--- src/rtl/spi_word_feeder.sv ---
module spi_word_feeder #(
  parameter int WORD_W     = 24,
  parameter int DEPTH      = 16,
  parameter int GAP_CYCLES = 4
) (
  input  logic              clk,
  input  logic              rst_n,
  input  logic              push_valid,
  input  logic [WORD_W-1:0] push_word,
  output logic              fifo_full,
  output logic              fifo_empty,
  output logic              overflow,
  output logic [WORD_W-1:0] drv_data,
  output logic              drv_latch,
  output logic              drv_enable,
  input  logic              drv_done,
  output logic              busy
);
  localparam int PW = $clog2(DEPTH);
  localparam int GW = $clog2(GAP_CYCLES + 1);
  localparam logic [GW-1:0] GAP_LAST = GW'(GAP_CYCLES - 1);

  typedef enum logic [2:0] {S_IDLE, S_POP, S_LATCH, S_ENABLE, S_WAIT, S_GAP} state_t;

  state_t            state;
  logic [WORD_W-1:0] mem [DEPTH];
  logic [PW:0]       wr_ptr, rd_ptr;
  logic [GW-1:0]     gap_cnt;

  assign fifo_empty = (wr_ptr == rd_ptr);
  assign fifo_full  = (wr_ptr[PW] != rd_ptr[PW]) && (wr_ptr[PW-1:0] == rd_ptr[PW-1:0]);

  wire do_push = push_valid && !fifo_full;
  wire do_pop  = (state == S_POP);

  assign drv_latch  = (state == S_LATCH);
  assign drv_enable = (state == S_ENABLE) || (state == S_WAIT);
  assign busy       = (state != S_IDLE);

  always_ff @(posedge clk)
    if (do_push) mem[wr_ptr[PW-1:0]] <= push_word;

  always_ff @(posedge clk)
    if (!rst_n) begin
      wr_ptr   <= '0;
      rd_ptr   <= '0;
      overflow <= 1'b0;
      drv_data <= '0;
    end else begin
      if (do_push) wr_ptr <= wr_ptr + 1'b1;
      if (push_valid && fifo_full) overflow <= 1'b1;
      if (do_pop) begin
        drv_data <= mem[rd_ptr[PW-1:0]];
        rd_ptr   <= rd_ptr + 1'b1;
      end
    end

  always_ff @(posedge clk)
    if (!rst_n) begin
      state   <= S_IDLE;
      gap_cnt <= '0;
    end else begin
      case (state)
        S_IDLE:   if (!fifo_empty) state <= S_POP;
        S_POP:    state <= S_LATCH;
        S_LATCH:  state <= S_ENABLE;
        S_ENABLE, S_WAIT: begin
          if (drv_done) begin
            state   <= S_GAP;
            gap_cnt <= '0;
          end else begin
            state <= S_WAIT;
          end
        end
        S_GAP: begin
          if (gap_cnt == GAP_LAST) state <= S_IDLE;
          else gap_cnt <= gap_cnt + 1'b1;
        end
        default: state <= S_IDLE;
      endcase
    end
endmodule


--- config.mk ---
export PLATFORM = sky130hd
export DESIGN_NAME = spi_word_feeder
export DESIGN_NICKNAME = d
export VERILOG_FILES = /design/src/rtl/spi_word_feeder.sv
export SDC_FILE = /design/constraint.sdc
export NUM_CORES = 1
export LEC_CHECK = 0
export BUFFER_PORTS_ARGS = -buffer_cell sky130_fd_sc_hd__buf_2
export CAP_MARGIN = 20
export CORE_MARGIN = 2
export CORE_UTILIZATION = 50
export DETAILED_ROUTE_END_ITERATION = 10
export HOLD_SLACK_MARGIN = 0.03
export PLACE_DENSITY_LB_ADDON = 0.12
export SLEW_MARGIN = 10
export SYNTH_ARGS = -nofsm -noshare
export SYNTH_HDL_FRONTEND = slang
export SYNTH_SLANG_ARGS = --single-unit
export TNS_END_PERCENT = 10
--- constraint.sdc ---
create_clock -name clk -period 6.1 [get_ports clk]
set_clock_uncertainty 0.1 [all_clocks]
set_input_delay 0 -clock clk [delete_from_list [all_inputs] [get_ports clk]]
set_output_delay 0 -clock clk [all_outputs]
set_load 0.01 [all_outputs]
==> flow_summary.ini, run 1 <==
[power_and_ir_drop]
pwr-share-seq_pct = 48.0
p_per_area_nw_per_um2 = 376.8
max-vdd-ir-drop_v = 0.0002453
clkPwrFrac_pct = 38.3
p_total_mw = 7.041
power_frac_comb_pct = 13.7
p_int_mw = 5.360
p_switching_mw = 1.681
p_leak_nw = 6.107
switching_share_pct = 23.88

[yosys]
synth.area.top_cells = edfxtp_1, mux4_2, dfxtp_1
ys_ff_latch = 425
async_flop_share_pct = 0
synth-seq-area-share_pct = 76.39
ys.warnings.count = 0
synth_cells = 823
synth_cell_types = 43
dominantRegCellSynth = edfxtp_1
synth.avg_cell_area_um2 = 19.65
yosysMostFrequentCell = edfxtp_1
post-synth-top-area-fraction_pct = 71.31
synth_edf_count = 384
syn_area_um2 = 16170
synth.top_cells.by_count = edfxtp_1, mux4_2, mux2i_1
synth_top_area_cell = edfxtp_1
synth.net_count = 858

[clock_network]
cts_buffers = 43
cts-resized-gates = 0
cts_setup_buffers = 0
postCtsHoldBufs = 26
cts_root_buf = clkbuf_16
cts_buffer_depth = 3
cts_tree = built
clock_latency_ns = 0.53
h-tree-depth = 2
clkTransAtPathRegs_ns = 0.06
cts_num_sinks = 425

[min_path]
hold_path_class = in2reg

[timing]
max_freq_ghz = 0.2695
finalSetupTns_ns = 0
tightestPinTransition_ns = 0.9720
rsz0062_at_grt = no
max_slew_margin_pct = 35.07
finalSetupViolations = 0
slew_violations = 0
hold_viol = 0
period_needed_ns = 3.711
timing.final.crit_share_pct = 60.84

[routing]
num_vias = 8259
drtPass1Iterations = 7
drt_iter0_markers = 830
totalWireLength_mm = 36.35
drc = 0
drt-wirelength-per-cell_um = 26.71
ant_nets = 0
post_drt_via_cell_ratio = 6.068

[floorplan]
die_h_um = 183.8
die_w_um = 183.8
initial_utilization_pct = 50.98
die-area_um2 = 33790
ios = 58
core_um2 = 31720
rows = 65

[final_layout]
seqCellArea_um2 = 12360
diodes = 0
utilization_pct = 58.91
fillers = 2342
multi_input_area_um2 = 3606
layout.nets = 961
area_delta_synth_final_pct = 15.56
drive_gt1_share_pct = 23.67

[worst_setup_path]
critical-path-top-delay-family = buffers and inverters
cp_max_fo = 57
slowest_delay_ns = 0.76
crit_arrival_ns = 3.82
worstPathCellList = buf_4 -> xnor2_1 -> and4_1 -> a21oi_2 -> and3_1 -> buf_4
crit_top_cell = buf_4
worst_ep_required_time_ns = 6.20
cp.buffers_inverters = 2
crit_slowest_cell = and3_1
critPathKind = reg2reg
startpoint_type = flop
worst_setup_path_end_kind = flop

[global_routing]
antenna_found_initial = 0
grt_max_degree = 58
grtUsageTotal_pct = 22.04
grt_pass1_vias = 8441
grt_pass1_wl_mm = 53.84
overflow = 0

[placement]
place_hpwl_mm = 19.40
io_buffer_count = 57
gp_congestion = 0.7445

[run_status]
status = complete, no violations

[flow_run]
cap_viol_max_count = 0
## placed cells by master, fill, tap and decap left out, types with 15 or more instances in the layout
| master | netlist | layout |
|---|---|---|
| a22oi_1 | 23 | 23 |
| mux4_2 | 71 | 71 |
| o21ai_0 | 24 | 24 |
| dlygate4sd3_1 | 0 | 26 |
| mux2i_1 | 49 | 49 |
| o22ai_1 | 23 | 23 |
| dfxtp_1 | 41 | 38 |
| buf_2 | 15 | 57 |
| edfxtp_1 | 384 | 384 |
| a211oi_1 | 23 | 23 |
| a21oi_1 | 30 | 29 |
| clkbuf_16 | 0 | 43 |
| and3_1 | 15 | 15 |
| buf_4 | 5 | 22 |
## final timing paths
path          startpoint           to  slack (ns)  cells past startpoint
max            rd_ptr[2]   mem[5][21]        2.39                      6
min                rst_n    wr_ptr[4]        0.07                      3
max reg2reg    rd_ptr[2]   mem[5][21]        2.39                      6
min reg2reg  drv_data[6]  drv_data[6]        0.36                      2
## power by group through the flow
stage / sequential [mW] / clock (mW) / combinational, mW
2_1_floorplan: 3.40 / 0 / 0.688
4_1_cts: 3.39 / 2.74 / 0.968
3_5_place_dp: 3.45 / 0 / 0.953
5_1_grt: 3.40 / 2.86 / 1.05
6_report: 3.38 / 2.70 / 0.965
3_3_place_gp: 3.45 / 0 / 0.942
## flip-flops by register name, indices dropped and copies added, names as in the netlist
register / cells
mem: 384
drv_data: 24
rd_ptr: 5
wr_ptr: 5
gap_cnt: 3
state: 3
overflow: 1
## per-stage QoR
stage	instances	hold slack, ns	worst slack, ns	area, um2
6_report	1361	0.07146	2.389	18690
5_1_grt	1361	0.09559	2.165	18690
4_1_cts	1360	0.06137	2.333	18670
3_5_place_dp	1256	0.2031	2.358	16950
3_3_place_gp	1256	0.2023	2.410	16950
2_1_floorplan	823	-0.001131	3.468	16170
## layout make-up
cell class              instances  area share [%]
clock buffers                  56           6.234
inverters                       8          0.1607
repair buffers                106           3.911
flip-flops and latches        425           66.14
clock inverters                22           1.567
multi-input cells             342           19.30
well taps                     402           2.692
## tightest hold or removal path, cell delays in order
cell and delay, ns:
buf_2 0.41, nand2_1 0.18, mux2i_1 0.05
## logic make-up after synthesis
kind of cell / Yosys count / share of synthesized area (%)
fa+ha+maj: 7 / 0.5416
flops: 425 / 76.39
simple gates: 68 / 2.329
xor+xnor: 11 / 0.5958
buf+inv: 56 / 1.579
mux: 123 / 13.41
compound gates: 133 / 5.154
## per-layer routing
layer	vias to the layer above	GRT usage, %	share of wire (%)
met5	-	0	0
met4	0	5.952	2.0
met3	56	3.090	5.5
met2	284	36.95	50
met1	4321	30.72	43
li1	3598	-	-
Power figures use the tool's default switching activity.
==> run 2: changes to the inputs <==
Settings changed: ABC_AREA from default to 1.
Clock period 6.1 ns to 3.55 ns, I/O delays scaled along.
==> flow_summary.ini, run 2 <==
[worst_setup_path]
cp-endpoint = mem[1][16]
startpoint_type = flop
rr_worst_depth = 9
worst_setup_path_end_kind = flop
r2r-start = rd_ptr[1]
worst_ep_required_time_ns = 3.68
r2r-end = mem[1][16]
worstSetupStartpoint = rd_ptr[1]
reg2reg_slack_ns = 0.99
cp_max_fo = 24
crit_arrival_ns = 2.70
critPathKind = reg2reg

[clock_network]
clkTransAtPathRegs_ns = 0.06
cts_buffers = 45
h-tree-depth = 2
postCtsHoldBufs = 26
cts_buffer_depth = 3
cts-resized-gates = 0
clock_latency_ns = 0.54
cts_root_buf = clkbuf_16
cts_tree = built
cts_setup_buffers = 0
cts_num_sinks = 425

[final_layout]
diodes = 0
layout.nets = 1652
largest_reg_flops = 384
seqCellArea_um2 = 12360
drive_gt1_share_pct = 10.83
area_delta_synth_final_pct = 14.96
mostFrequentLayoutCell = nand2_1
layout_common_cells = nand2_1, edfxtp_1, nand3_1
multi_input_area_um2 = 4377
fillers = 2791

[yosys]
synth_cells = 1541
synth.net_count = 1576
synth.area.top_cells = edfxtp_1, nand2_1, dfxtp_1
post-synth-top-area-fraction_pct = 67.27
synth.avg_cell_area_um2 = 11.12
synth_edf_count = 384
synth_top_area_cell = edfxtp_1
synth-seq-area-share_pct = 72.05
ys_ff_latch = 425
synth.top_cells.by_count = nand2_1, edfxtp_1, nor2_1
synth_cell_types = 25
ys.warnings.count = 0
yosysMostFrequentCell = nand2_1
async_flop_share_pct = 0
syn_area_um2 = 17140
dominantRegCellSynth = edfxtp_1

[power_and_ir_drop]
power_frac_comb_pct = 23.4
clkPwrFrac_pct = 33.0
p_leak_nw = 7.362
max-vdd-ir-drop_v = 0.0006003
pwr-share-seq_pct = 43.6
p_switching_mw = 4.207
switching_share_pct = 31.49
p_total_mw = 13.36
p_int_mw = 9.153
p_per_area_nw_per_um2 = 677.9

[global_routing]
grtUsageTotal_pct = 23.58
grt_max_degree = 196
grt_pass1_vias = 10883
grt_pass1_wl_mm = 64.01
overflow = 0
antenna_found_initial = 0

[placement]
io_buffer_count = 57
gp_congestion = 0.7960
place_hpwl_mm = 22.17

[timing]
tightestPinTransition_ns = 1.050
slew_violations = 0
period_needed_ns = 2.565
timing.final.crit_share_pct = 72.25
hold_viol = 0
finalSetupTns_ns = 0
max_slew_margin_pct = 29.97
rsz0062_at_grt = no
finalSetupViolations = 0
max_freq_ghz = 0.3899

[floorplan]
ios = 58
die_h_um = 189.2
rows = 67
die-area_um2 = 35780
die_w_um = 189.2
initial_utilization_pct = 51.00
core_um2 = 33620

[routing]
ant_nets = 0
post_drt_via_cell_ratio = 5.372
drtPass1Iterations = 5
num_vias = 11287
totalWireLength_mm = 41.73
drt_iter0_markers = 1132
drt-wirelength-per-cell_um = 19.86
drc = 0

[run_status]
status = complete, no violations

[flow_run]
cap_viol_max_count = 0

[min_path]
hold_path_class = in2reg
==> run 2: worst min path at each step <==
stage | slack, ns | to | cells after the start | from
6_report | 0.06 | rd_ptr[4] | 3 | rst_n
3_3_place_gp | 0.28 | wr_ptr[4] | 3 | push_valid
2_1_floorplan | -0.001 | mem[0][0] | 0 | push_word[0]
4_1_cts | 0.05 | rd_ptr[4] | 3 | rst_n
5_1_grt | 0.08 | rd_ptr[4] | 3 | rst_n
3_5_place_dp | 0.29 | mem[1][14] | 1 | push_word[14]
==> run 2: cell type report <==
cell class,instances,area share (%)
inverters,22,0.4508
flip-flops and latches,425,62.71
clock buffers,65,6.666
well taps,448,2.844
clock inverters,18,0.4444
repair buffers,113,4.673
multi-input cells,1010,22.21
==> run 2: layer usage <==
metal | GRT usage (%) | wire length, um | vias to the layer above
met2 | 38.05 | 19400 | 357
met5 | 0 | 0 | -
met1 | 34.15 | 18980 | 5445
met3 | 3.318 | 2571 | 54
li1 | - | - | 5431
met4 | 5.589 | 776 | 0
==> run 2: worst max-delay path, cell delays in order (launching register included) <==
cell     delay (ns)
dfxtp_4        0.56
nand2_1        0.10
nand2_1        0.07
nor2_1         0.06
nand3_2        0.16
nand2_4        0.13
inv_2          0.11
nand2_1        0.23
nor2_4         0.49
buf_12         0.25
==> run 2: logic make-up after synthesis <==
family / Yosys count / synth area share, %
compound gates: 133 / 3.912
xor+xnor: 4 / 0.2044
fa+ha+maj: 7 / 0.5109
buf+inv: 106 / 3.073
flops: 425 / 72.05
simple gates: 866 / 20.25
==> run 2: power by group through the flow <==
| stage | Sequential (mW) | Clock, mW | Combinational [mW] |
|---|---|---|---|
| 3_5_place_dp | 5.92 | 0 | 3.10 |
| 3_3_place_gp | 5.92 | 0 | 3.07 |
| 4_1_cts | 5.82 | 4.48 | 3.14 |
| 2_1_floorplan | 5.90 | 0 | 2.22 |
| 6_report | 5.83 | 4.41 | 3.12 |
| 5_1_grt | 5.85 | 4.69 | 3.52 |
==> run 2: stage by stage <==
| stage | hold slack, ns | utilization, % | std cells | instance area (um2) | setup slack, ns |
|---|---|---|---|---|---|
| after floorplan | -0.001131 | - | 1541 | 17140 | 0.4253 |
| after detailed placement | 0.2911 | 53.68 | 1992 | 18050 | 1.014 |
| after global routing | 0.08314 | 58.63 | 2101 | 19710 | 0.8111 |
| after global placement | 0.2813 | 53.68 | 1992 | 18050 | 1.051 |
| after CTS | 0.04604 | 58.63 | 2101 | 19710 | 0.9831 |
| final | 0.05938 | 58.63 | 2101 | 19710 | 0.9852 |
==> run 3: changes to the inputs <==
Clock period 3.55 ns to 2.3 ns, I/O delays scaled along.
==> flow_summary.ini, run 3 (synthesized netlist as in run 2, its figures left out) <==
[worst_setup_path]
cp_max_fo = 158
cp.buffers_inverters = 3
r2r-end = drv_data[2]
reg2reg_slack_ns = -0.03
worst_ep_required_time_ns = 2.68
crit_slowest_cell = buf_16
cp-endpoint = drv_data[2]
critPathKind = reg2reg
worstSetupStartpoint = rd_ptr[0]
crit_top_cell = nand2_1
crit_arrival_ns = 2.71
rr_worst_depth = 9
cp_num_cells = 9
worst_setup_path_end_kind = flop
critical-path-top-delay-family = buffers and inverters
slowest_delay_ns = 0.40
worstPathCellList = inv_6 -> buf_4 -> buf_16 -> nand2_1 -> nand2_1 -> nand2_1 -> nand3_1 -> nand3_1 -> a21oi_1
startpoint_type = flop
r2r-start = rd_ptr[0]

[placement]
place_area_um2 = 18180
io_buffer_count = 57
gp_congestion = 0.7777
place_hpwl_mm = 21.17
place_ws_ns = -0.1141

[power_and_ir_drop]
p_per_area_nw_per_um2 = 1038
max-vdd-ir-drop_v = 0.0006605
p_leak_nw = 7.447

[clock_network]
cts_buffer_depth = 3
cts_buffers = 45
h-tree-depth = 2
clock_latency_ns = 0.55
cts_tree = built
cts_num_sinks = 425
cts_root_buf = clkbuf_16
cts_setup_buffers = 0
clkTransAtPathRegs_ns = 0.06

[run_status]
violations = setup timing
status = finished with violations

[min_path]
hold_path_class = in2reg

[timing]
max_freq_ghz = 0.4290
setup_ws_ns = -0.03078
timing.final.crit_share_pct = 101.3
holdWs_ns = 0.2846
finalSetupViolations = 7
hold_viol = 0
period_needed_ns = 2.331
tightestPinTransition_ns = 1.035
slew_violations = 0
max_slew_margin_pct = 30.85
rsz0062_at_grt = yes

[final_layout]
layout_common_cells = nand2_1, edfxtp_1, nand3_1
diodes = 0
layout.nets = 1675
largest_reg_flops = 384
design_area_um2 = 19880
mostFrequentLayoutCell = nand2_1
area_delta_synth_final_pct = 15.99
drive_gt1_share_pct = 11.46

[global_routing]
grt_pass1_wl_mm = 63.78
grt_max_degree = 159
grt_pass1_vias = 11017
overflow = 0
antenna_found_initial = 0
grtUsageTotal_pct = 23.47

[floorplan]
die-area_um2 = 35780
rows = 67
die_h_um = 189.2
ios = 58
die_w_um = 189.2
core_um2 = 33620
initial_utilization_pct = 51.00

[routing]
drtPass1Iterations = 5
num_vias = 11446
post_drt_via_cell_ratio = 5.391
drc = 0
ant_nets = 0
totalWireLength_mm = 41.74
drt-wirelength-per-cell_um = 19.66
drt_iter0_markers = 1043

[flow_run]
cap_viol_max_count = 0
run 3: cell count changes in the layout (fill, tap and decap cells not counted), moves of 3 or more:
cell	previous run	this run
buf_4	18	36
clkbuf_1	11	19
clkbuf_8	7	1
clkinv_2	10	5
nor2_4	13	17
buf_12	12	9
nor3_2	3	0
nor3_4	0	3
run 3: layer usage:
| layer | track usage, % | share of wire, % |
|---|---|---|
| met5 | 0 | 0 |
| met4 | 6.070 | 2.2 |
| met3 | 3.188 | 6.1 |
| met2 | 38.88 | 47 |
| met1 | 32.94 | 45 |
run 3: how the worst min path moves through the flow:
stage,startpoint,end,slack [ns],depth (start not counted)
2_1_floorplan,push_word[0],mem[0][0],-0.001,0
3_3_place_gp,push_word[22],mem[3][22],0.28,1
3_5_place_dp,push_word[22],mem[9][22],0.29,1
4_1_cts,push_word[22],mem[14][22],0.26,2
5_1_grt,push_word[1],mem[3][1],0.29,2
6_report,push_word[22],mem[14][22],0.28,2
run 3: final cells by class:
class / count / area (um2)
clock inverter: 15 / 96.34
tap: 448 / 560.5
timing repair buffer: 132 / 1071
clock buffer: 67 / 1261
multi-input combinational: 1014 / 4443
fill: 2767 / 13730
sequential: 425 / 12360
inverter: 22 / 91.34
run 3: worst reg2reg max path, delay by kind of cell (launching register included):
kind / cells / cell delay, ns
AND/OR/NAND/NOR: 5 / 0.81
buffers and inverters: 3 / 0.84
flip-flops: 1 / 0.36
AO/OA/AOI/OAI: 1 / 0.18
run 3: through the flow:
| step | std cells | setup TNS [ns] | utilization (%) | total power [mW] |
|---|---|---|---|---|
| 2_1_floorplan | 1541 | -105.88 | - | 12.54 |
| 3_3_place_gp | 2009 | -2.993 | 54.08 | 13.95 |
| 3_5_place_dp | 2009 | -9.518 | 54.08 | 14.00 |
| 4_1_cts | 2121 | -4.530 | 59.02 | 20.77 |
| 5_1_grt | 2123 | -15.51 | 59.15 | 21.75 |
| 6_report | 2123 | -0.06052 | 59.15 | 20.64 |
run 3: repair_timing:
| action | 4_1_cts | 5_1_grt |
|---|---|---|
| pin swaps | 2 | 2 |
| resized for setup | 2 | 7 |
| hold buffers | 28 | 0 |
| gates cloned | 2 | 2 |
| endpoints found under the setup margin | 165 | 260 |
| hold endpoints to repair | 425 | 0 |
run 3: where the power goes:
part	internal [mW]	total [mW]	switching, mW
clock	3.89	6.75	2.85
combinational	1.53	4.98	3.46
sequential	8.74	8.91	0.162
